==> src/rtl/rle_enc_pkg.sv <==
package rle_enc_pkg;

   // what the run tracker decided for the current cycle
   typedef enum logic [2:0] {
      ACT_IDLE,
      ACT_FIRST,
      ACT_EXTEND,
      ACT_SATURATE,
      ACT_BREAK,
      ACT_BYPASS
   } act_e;

endpackage

==> src/rtl/rle_width_cfg.sv <==
module rle_width_cfg #(
   parameter int unsigned GROUP_W = 8,
   parameter int unsigned GROUPS  = 4,
   parameter int unsigned SEL_W   = 2,
   parameter int unsigned DATA_W  = 32
) (
   input  logic [SEL_W-1:0]  width_sel,
   output logic [DATA_W-1:0] act_mask,
   output logic [DATA_W-1:0] flag_bit,
   output logic [DATA_W-1:0] cnt_max
);

   localparam int unsigned LAST_G = GROUPS - 1;

   logic [SEL_W-1:0] top_grp;

   // out-of-range selects clamp to the widest setting
   always_comb begin
      if (int'(width_sel) > int'(LAST_G)) top_grp = SEL_W'(LAST_G);
      else                                top_grp = width_sel;
   end

   for (genvar g = 0; g < GROUPS; g++) begin : g_grp
      assign act_mask[g*GROUP_W +: GROUP_W] =
         (SEL_W'(g) <= top_grp) ? {GROUP_W{1'b1}} : {GROUP_W{1'b0}};
      assign flag_bit[g*GROUP_W +: GROUP_W] =
         {(SEL_W'(g) == top_grp), {(GROUP_W-1){1'b0}}};
   end

   assign cnt_max = flag_bit - DATA_W'(1);

endmodule

==> src/rtl/rle_run_state.sv <==
module rle_run_state
   import rle_enc_pkg::*;
#(
   parameter int unsigned DATA_W = 32
) (
   input  logic              clk,
   input  logic              rst_n,
   input  logic              enable,
   input  logic              smp_valid,
   input  logic              smp_flush,
   input  logic [DATA_W-1:0] val,
   input  logic [DATA_W-1:0] cnt_max,
   output act_e              act,
   output logic [DATA_W-1:0] cnt_q,
   output logic [DATA_W-1:0] cnt_tail
);

   logic              started_q;
   logic [DATA_W-1:0] last_q;
   logic [DATA_W-1:0] cnt_mid;
   logic [DATA_W-1:0] cnt_d;

   always_comb begin
      act     = ACT_IDLE;
      cnt_mid = cnt_q;
      if (!enable) begin
         cnt_mid = '0;
         if (smp_valid) act = ACT_BYPASS;
      end else if (smp_valid) begin
         if (!started_q) begin
            act     = ACT_FIRST;
            cnt_mid = '0;
         end else if (val == last_q) begin
            if (cnt_q == cnt_max) begin
               act     = ACT_SATURATE;
               cnt_mid = DATA_W'(1);
            end else begin
               act     = ACT_EXTEND;
               cnt_mid = cnt_q + DATA_W'(1);
            end
         end else begin
            act     = ACT_BREAK;
            cnt_mid = '0;
         end
      end
      cnt_tail = (enable && smp_flush) ? cnt_mid : '0;
      cnt_d    = (enable && smp_flush) ? '0 : cnt_mid;
   end

   always_ff @(posedge clk or negedge rst_n) begin
      if (!rst_n) begin
         started_q <= 1'b0;
         last_q    <= '0;
         cnt_q     <= '0;
      end else if (!enable) begin
         started_q <= 1'b0;
         cnt_q     <= '0;
      end else begin
         cnt_q <= cnt_d;
         if (smp_valid) begin
            started_q <= 1'b1;
            last_q    <= val;
         end
      end
   end

   // the pending count stays within the ceiling of the active width
   a_r6_cnt_bounded: assert property (@(posedge clk) disable iff (!rst_n || !enable)
      cnt_q <= cnt_max);

   // an unflushed repeat never leaves the count at zero (no wrap)
   a_r6_no_wrap: assert property (@(posedge clk) disable iff (!rst_n)
      (enable && smp_valid && started_q && (val == last_q) && !smp_flush) |=> (cnt_q != '0));

   // a flush leaves nothing pending
   a_r7_flush_clears: assert property (@(posedge clk) disable iff (!rst_n)
      (enable && smp_flush) |=> (cnt_q == '0));

endmodule

==> src/rtl/rle_lane_pack.sv <==
module rle_lane_pack
   import rle_enc_pkg::*;
#(
   parameter int unsigned DATA_W = 32
) (
   input  act_e              act,
   input  logic [DATA_W-1:0] cnt_q,
   input  logic [DATA_W-1:0] cnt_tail,
   input  logic [DATA_W-1:0] val,
   input  logic [DATA_W-1:0] raw,
   input  logic [DATA_W-1:0] flag_bit,
   output logic              we_a,
   output logic              we_b,
   output logic [DATA_W-1:0] word_a,
   output logic [DATA_W-1:0] word_b
);

   always_comb begin
      we_a   = 1'b0;
      we_b   = 1'b0;
      word_a = '0;
      word_b = '0;
      unique case (act)
         ACT_BYPASS: begin
            we_a   = 1'b1;
            word_a = raw;
         end
         ACT_FIRST: begin
            we_a   = 1'b1;
            word_a = val;
         end
         ACT_SATURATE: begin
            we_a   = 1'b1;
            word_a = flag_bit | cnt_q;
         end
         ACT_BREAK: begin
            we_a = 1'b1;
            if (cnt_q != '0) begin
               word_a = flag_bit | cnt_q;
               we_b   = 1'b1;
               word_b = val;
            end else begin
               word_a = val;
            end
         end
         default: ;
      endcase
      // flushed remainder takes the first free lane
      if (cnt_tail != '0) begin
         if (!we_a) begin
            we_a   = 1'b1;
            word_a = flag_bit | cnt_tail;
         end else begin
            we_b   = 1'b1;
            word_b = flag_bit | cnt_tail;
         end
      end
   end

endmodule

==> src/rtl/rle_sample_encoder.sv <==
module rle_sample_encoder
   import rle_enc_pkg::*;
#(
   parameter int unsigned GROUP_W = 8,
   parameter int unsigned GROUPS  = 4,
   localparam int unsigned SEL_W  = (GROUPS > 1) ? $clog2(GROUPS) : 1,
   localparam int unsigned DATA_W = GROUP_W * GROUPS
) (
   input  logic              clk,
   input  logic              rst_n,
   input  logic              rle_en,
   input  logic [SEL_W-1:0]  width_sel,
   input  logic              smp_valid,
   input  logic [DATA_W-1:0] smp_data,
   input  logic              cap_flush,
   output logic              mem_we_a,
   output logic [DATA_W-1:0] mem_word_a,
   output logic              mem_we_b,
   output logic [DATA_W-1:0] mem_word_b
);

   initial begin
      assert (GROUP_W >= 2) else $error("GROUP_W must be at least 2");
      assert (GROUPS >= 1)  else $error("GROUPS must be at least 1");
   end

   logic [DATA_W-1:0] act_mask, flag_bit, cnt_max;
   logic [DATA_W-1:0] raw_m, val_m, cnt_q, cnt_tail;
   logic              we_a_d, we_b_d;
   logic [DATA_W-1:0] word_a_d, word_b_d;
   act_e              act;

   rle_width_cfg #(
      .GROUP_W(GROUP_W), .GROUPS(GROUPS), .SEL_W(SEL_W), .DATA_W(DATA_W)
   ) u_cfg (
      .width_sel(width_sel),
      .act_mask (act_mask),
      .flag_bit (flag_bit),
      .cnt_max  (cnt_max)
   );

   assign raw_m = smp_data & act_mask;
   assign val_m = raw_m & ~flag_bit;

   rle_run_state #(.DATA_W(DATA_W)) u_run (
      .clk      (clk),
      .rst_n    (rst_n),
      .enable   (rle_en),
      .smp_valid(smp_valid),
      .smp_flush(cap_flush),
      .val      (val_m),
      .cnt_max  (cnt_max),
      .act      (act),
      .cnt_q    (cnt_q),
      .cnt_tail (cnt_tail)
   );

   rle_lane_pack #(.DATA_W(DATA_W)) u_pack (
      .act     (act),
      .cnt_q   (cnt_q),
      .cnt_tail(cnt_tail),
      .val     (val_m),
      .raw     (raw_m),
      .flag_bit(flag_bit),
      .we_a    (we_a_d),
      .we_b    (we_b_d),
      .word_a  (word_a_d),
      .word_b  (word_b_d)
   );

   always_ff @(posedge clk or negedge rst_n) begin
      if (!rst_n) begin
         mem_we_a   <= 1'b0;
         mem_we_b   <= 1'b0;
         mem_word_a <= '0;
         mem_word_b <= '0;
      end else begin
         mem_we_a   <= we_a_d;
         mem_we_b   <= we_b_d;
         mem_word_a <= word_a_d;
         mem_word_b <= word_b_d;
      end
   end

   // lane B never written alone
   a_r10_lane_order: assert property (@(posedge clk) disable iff (!rst_n)
      mem_we_b |-> mem_we_a);

   // nothing above the active width
   a_r1_upper_clear: assert property (@(posedge clk) disable iff (!rst_n)
      mem_we_a |-> ((mem_word_a & ~$past(act_mask)) == '0));

   // first sample of a run sequence lands as a value word
   a_r3_first_value: assert property (@(posedge clk) disable iff (!rst_n)
      (act == ACT_FIRST) |=> (mem_we_a && ((mem_word_a & $past(flag_bit)) == '0)));

   // a plain repeat writes nothing
   a_r4_repeat_silent: assert property (@(posedge clk) disable iff (!rst_n)
      (act == ACT_EXTEND && !cap_flush) |=> !mem_we_a);

   // a saturating repeat writes the full-scale count
   a_r6_saturated_word: assert property (@(posedge clk) disable iff (!rst_n)
      (act == ACT_SATURATE) |=> (mem_we_a && (mem_word_a == ($past(flag_bit) | $past(cnt_max)))));

endmodule

==> config.mk <==
export PLATFORM = sky130hd
export DESIGN_NAME = rle_sample_encoder
export DESIGN_NICKNAME = d
export VERILOG_FILES = /design/src/rtl/rle_enc_pkg.sv /design/src/rtl/rle_width_cfg.sv /design/src/rtl/rle_run_state.sv /design/src/rtl/rle_lane_pack.sv /design/src/rtl/rle_sample_encoder.sv
export SDC_FILE = /design/constraint.sdc
export NUM_CORES = 1
export LEC_CHECK = 0
export ABC_AREA = 1
export BUFFER_PORTS_ARGS = -buffer_cell sky130_fd_sc_hd__buf_2
export CAP_MARGIN = 15
export CORE_AREA = 4 4 170 172
export CTS_CLUSTER_DIAMETER = 50
export DETAILED_ROUTE_END_ITERATION = 16
export DIE_AREA = 0 0 174 176
export PLACE_DENSITY_LB_ADDON = 0.08
export SKIP_CTS_REPAIR_TIMING = 1
export SYNTH_ARGS = -nofsm -noshare
export SYNTH_HDL_FRONTEND = slang
export SYNTH_HIERARCHICAL = 1
export SYNTH_SLANG_ARGS = --single-unit
==> constraint.sdc <==
create_clock -name clk -period 3.4 [get_ports clk]
set_input_delay 0.68 -clock clk [delete_from_list [all_inputs] [get_ports clk]]
set_output_delay 0.68 -clock clk [all_outputs]
set_load 0.02 [all_outputs]
==> impl_metrics.tcl <==
set metrics [dict create \
    cp_max_fo 8 \
    required_ns 3.73 \
    finalNetCount 1877 \
    r2r_start "u_run/cnt_q[13]" \
    dr.pass1.iters 5 \
    placed_cell_area_um2 12400 \
    setup-tns-final_ns -2.55 \
    most-common-layout-cells "nand2_1, inv_1, buf_4, nor2_1, dfrtp_1" \
    pre_cts_slack_ns -0.773 \
    ant_nets 0 \
    synth.top_cell.area_share_pct 31.2 \
    yosysTopAreaCell "dfrtp_1" \
    antenna_found_initial 1 \
    synth-compound-area-share_pct 15.0 \
    clockBufferDepth 2 \
    slew-limit-headroom_pct 24.3 \
    start_util_pct 38.2 \
    clock_latency_ns 0.43 \
    overflow 0 \
    rsz0062_at_grt "yes" \
    io_pins 105 \
    clk_pin_slew_ns 0.06 \
    multi_input_area_um2 6380 \
    ys.flop_type "dfrtp_1" \
    finalHoldViolCount 0 \
    routabilityCongestion 0.887 \
    avgRoutedWirePerCell_um 18.1 \
    layout_commonest_cell "nand2_1" \
    setup-violations-final 38 \
    yosys.cell_types.count 35 \
    critical_path_arrival_ns 3.85 \
    tightest_slew_ns 1.13 \
    skew_ns 0.0157 \
    fin_crit_sh_pct 103 \
    synth_simple_gate_area_share_pct 31.5 \
    worstSetupPathType "in -> reg" \
    grt_pass1_wl_um 57300 \
    post_drt_via_cell_ratio 4.97 \
    die_x_um 174 \
    grt_pass1_vias 9873 \
    design_area_um2 14300 \
    startpoint "width_sel[0]" \
    die_height_um 176 \
    synth_area_leaders "dfrtp_1, nand2_1, inv_1" \
    synth_mux_area_share_pct 1.07 \
    worst_hold_slack_ns 0.236 \
    p_per_area_nw_per_um2 313 \
    drt_iter0_markers 948 \
    cap_violations 0 \
    synth-xor-area-share_pct 4.17 \
    post-dp-hpwl_um 28100 \
    die_area_um2 30600 \
    h-tree-depth 4 \
    critPathCaptureType "register" \
    cts_sinks 131 \
    fillers 2749 \
    finalCriticalPeriod_ns 3.52 \
    vias 10900 \
    async_flop_share_pct 100 \
    synth_top_family_by_area "simple AND/OR/NAND/NOR gates" \
    synth_fa_ha_area_share_pct 0.238 \
    max_freq_mhz 284 \
    avgSynthCellArea_um2 6.62 \
    yosys_warnings 6 \
    antenna_cells 0 \
    wirelength_um 39800 \
    cts_tree "built" \
    grt_max_degree 61 \
    yosysSeqAreaShare_pct 31.2 \
    p_leak_uw 0.00722 \
    port_buffers 104 \
    ir_worst_vdd_mv 0.344 \
    drv_slew 0 \
    track_usage_pct 24.1 \
    setup_slack_ns -0.115 \
    synth_seq_cells 131 \
    drive_gt1_share_pct 34.2 \
    cts_root_buf "clkbuf_16" \
    cts_made_buffers 17 \
    syn_inst 1585 \
    ff_latch_area_um2 3280 \
    r2r_slack_ns 0.19 \
    cp-start-kind "input pin" \
    crit_end "mem_word_b[6]" \
    synthToLayoutAreaGrowth_pct 36.5 \
    r2r_end "mem_word_b[6]" \
    core_um2 27500 \
    synth_edf_count 0 \
    worstRegToRegCells 18 \
    status "finished with violations" \
    drc 0 \
    hp-class "in -> async" \
    violations "setup timing" \
    finalPower_uw 4480 \
    syn_area_um2 10500 \
    row_count 61 \
]
worst max-delay path: stages:
cell and delay, ns:
buf_6 0.11, inv_6 0.05, nand2_8 0.10, buf_6 0.11
nand2_2 0.06, nor2_4 0.18, xnor2_2 0.12, nand2_1 0.07
nor2_2 0.11, nand2_2 0.10, nor2_4 0.19, nand2_2 0.09
nor2_4 0.26, buf_12 0.18, nand3_2 0.10, a21oi_2 0.20
nor2_1 0.07, nand2_1 0.10, nor2_2 0.04, nand2_2 0.10
nor2_4 0.07, buf_6 0.12, nor2_4 0.18, buf_12 0.16
clkbuf_16 0.15, nand2_1 0.06, o31ai_2 0.06
where the power goes:
| group | leakage, uW | switching, uW | total (uW) | internal [uW] |
|---|---|---|---|---|
| Clock | 0.000320 | 781 | 2070 | 1290 |
| Combinational | 0.00511 | 474 | 772 | 297 |
| Sequential | 0.00180 | 28.2 | 1640 | 1610 |
through the flow:
stage,cells,util [%]
global placement,2123,44.9
finish,2195,52.1
floorplan,1627,-
CTS,2155,47.3
global route,2195,52.1
detailed placement,2123,44.9
cells by family after synthesis:
logic type | Yosys count
AO/OA/AOI/OAI | 247
XOR/XNOR | 50
adder cells (fa/ha/maj) | 2
buffers and inverters | 356
flip-flops | 131
other | 2
AND/OR/NAND/NOR | 787
multiplexers | 10
worst min path at each step:
| stage | startpoint | endpoint | slack [ns] | cells past startpoint |
|---|---|---|---|---|
| after floorplan | rst_n | mem_we_a | 0.38 | 0 |
| after global placement | u_run/last_q[6] | u_run/last_q[6] | 0.49 | 2 |
| after detailed placement | u_run/last_q[23] | u_run/last_q[23] | 0.50 | 2 |
| after CTS | rst_n | u_run/last_q[3] | 0.26 | 1 |
| after global routing | rst_n | u_run/last_q[3] | 0.28 | 1 |
| final | rst_n | u_run/last_q[2] | 0.24 | 1 |
registers in the layout, indices dropped and copies added (netlist names):
signal           cells
mem_we_a             1
mem_we_b             1
mem_word_a          32
mem_word_b          32
u_run/cnt_q         32
u_run/last_q        32
u_run/started_q      1
Yosys cell counts, drive strengths merged (2+ instances only):
master / number
conb: 2
o21ai: 90
o2111ai: 31
nor2: 228
nand2: 451
xor2: 16
inv: 206
ha: 2
o31ai: 31
or2: 33
nand3: 57
clkbuf: 41
xnor2: 34
buf: 109
a21oi: 95
mux2: 10
nand4: 7
nor3: 10
dfrtp: 131
metal layers:
metal  global-route usage, %  part of all wire, %  vias to the layer above  routed length [um]
met5                       0                    0                        -                   0
met4                    5.61                  1.9                        0                 761
met3                    3.51                  7.4                       48                2930
met2                    37.4                   45                      416               18000
met1                    35.5                   46                     5092               18200
li1                        -                    -                     5358                   -
area by class of cell:
cell class	instances	area share [%]
Timing Repair inverter	1	0.0437
Clock buffer	20	3.26
Timing Repair Buffer	339	19.3
Multi-Input combinational cell	1140	44.6
Clock inverter	12	1.25
Sequential cell	131	22.9
Tap cell	346	3.02
Inverter	206	5.63
Note: power is estimated with default switching activity, not from simulation.
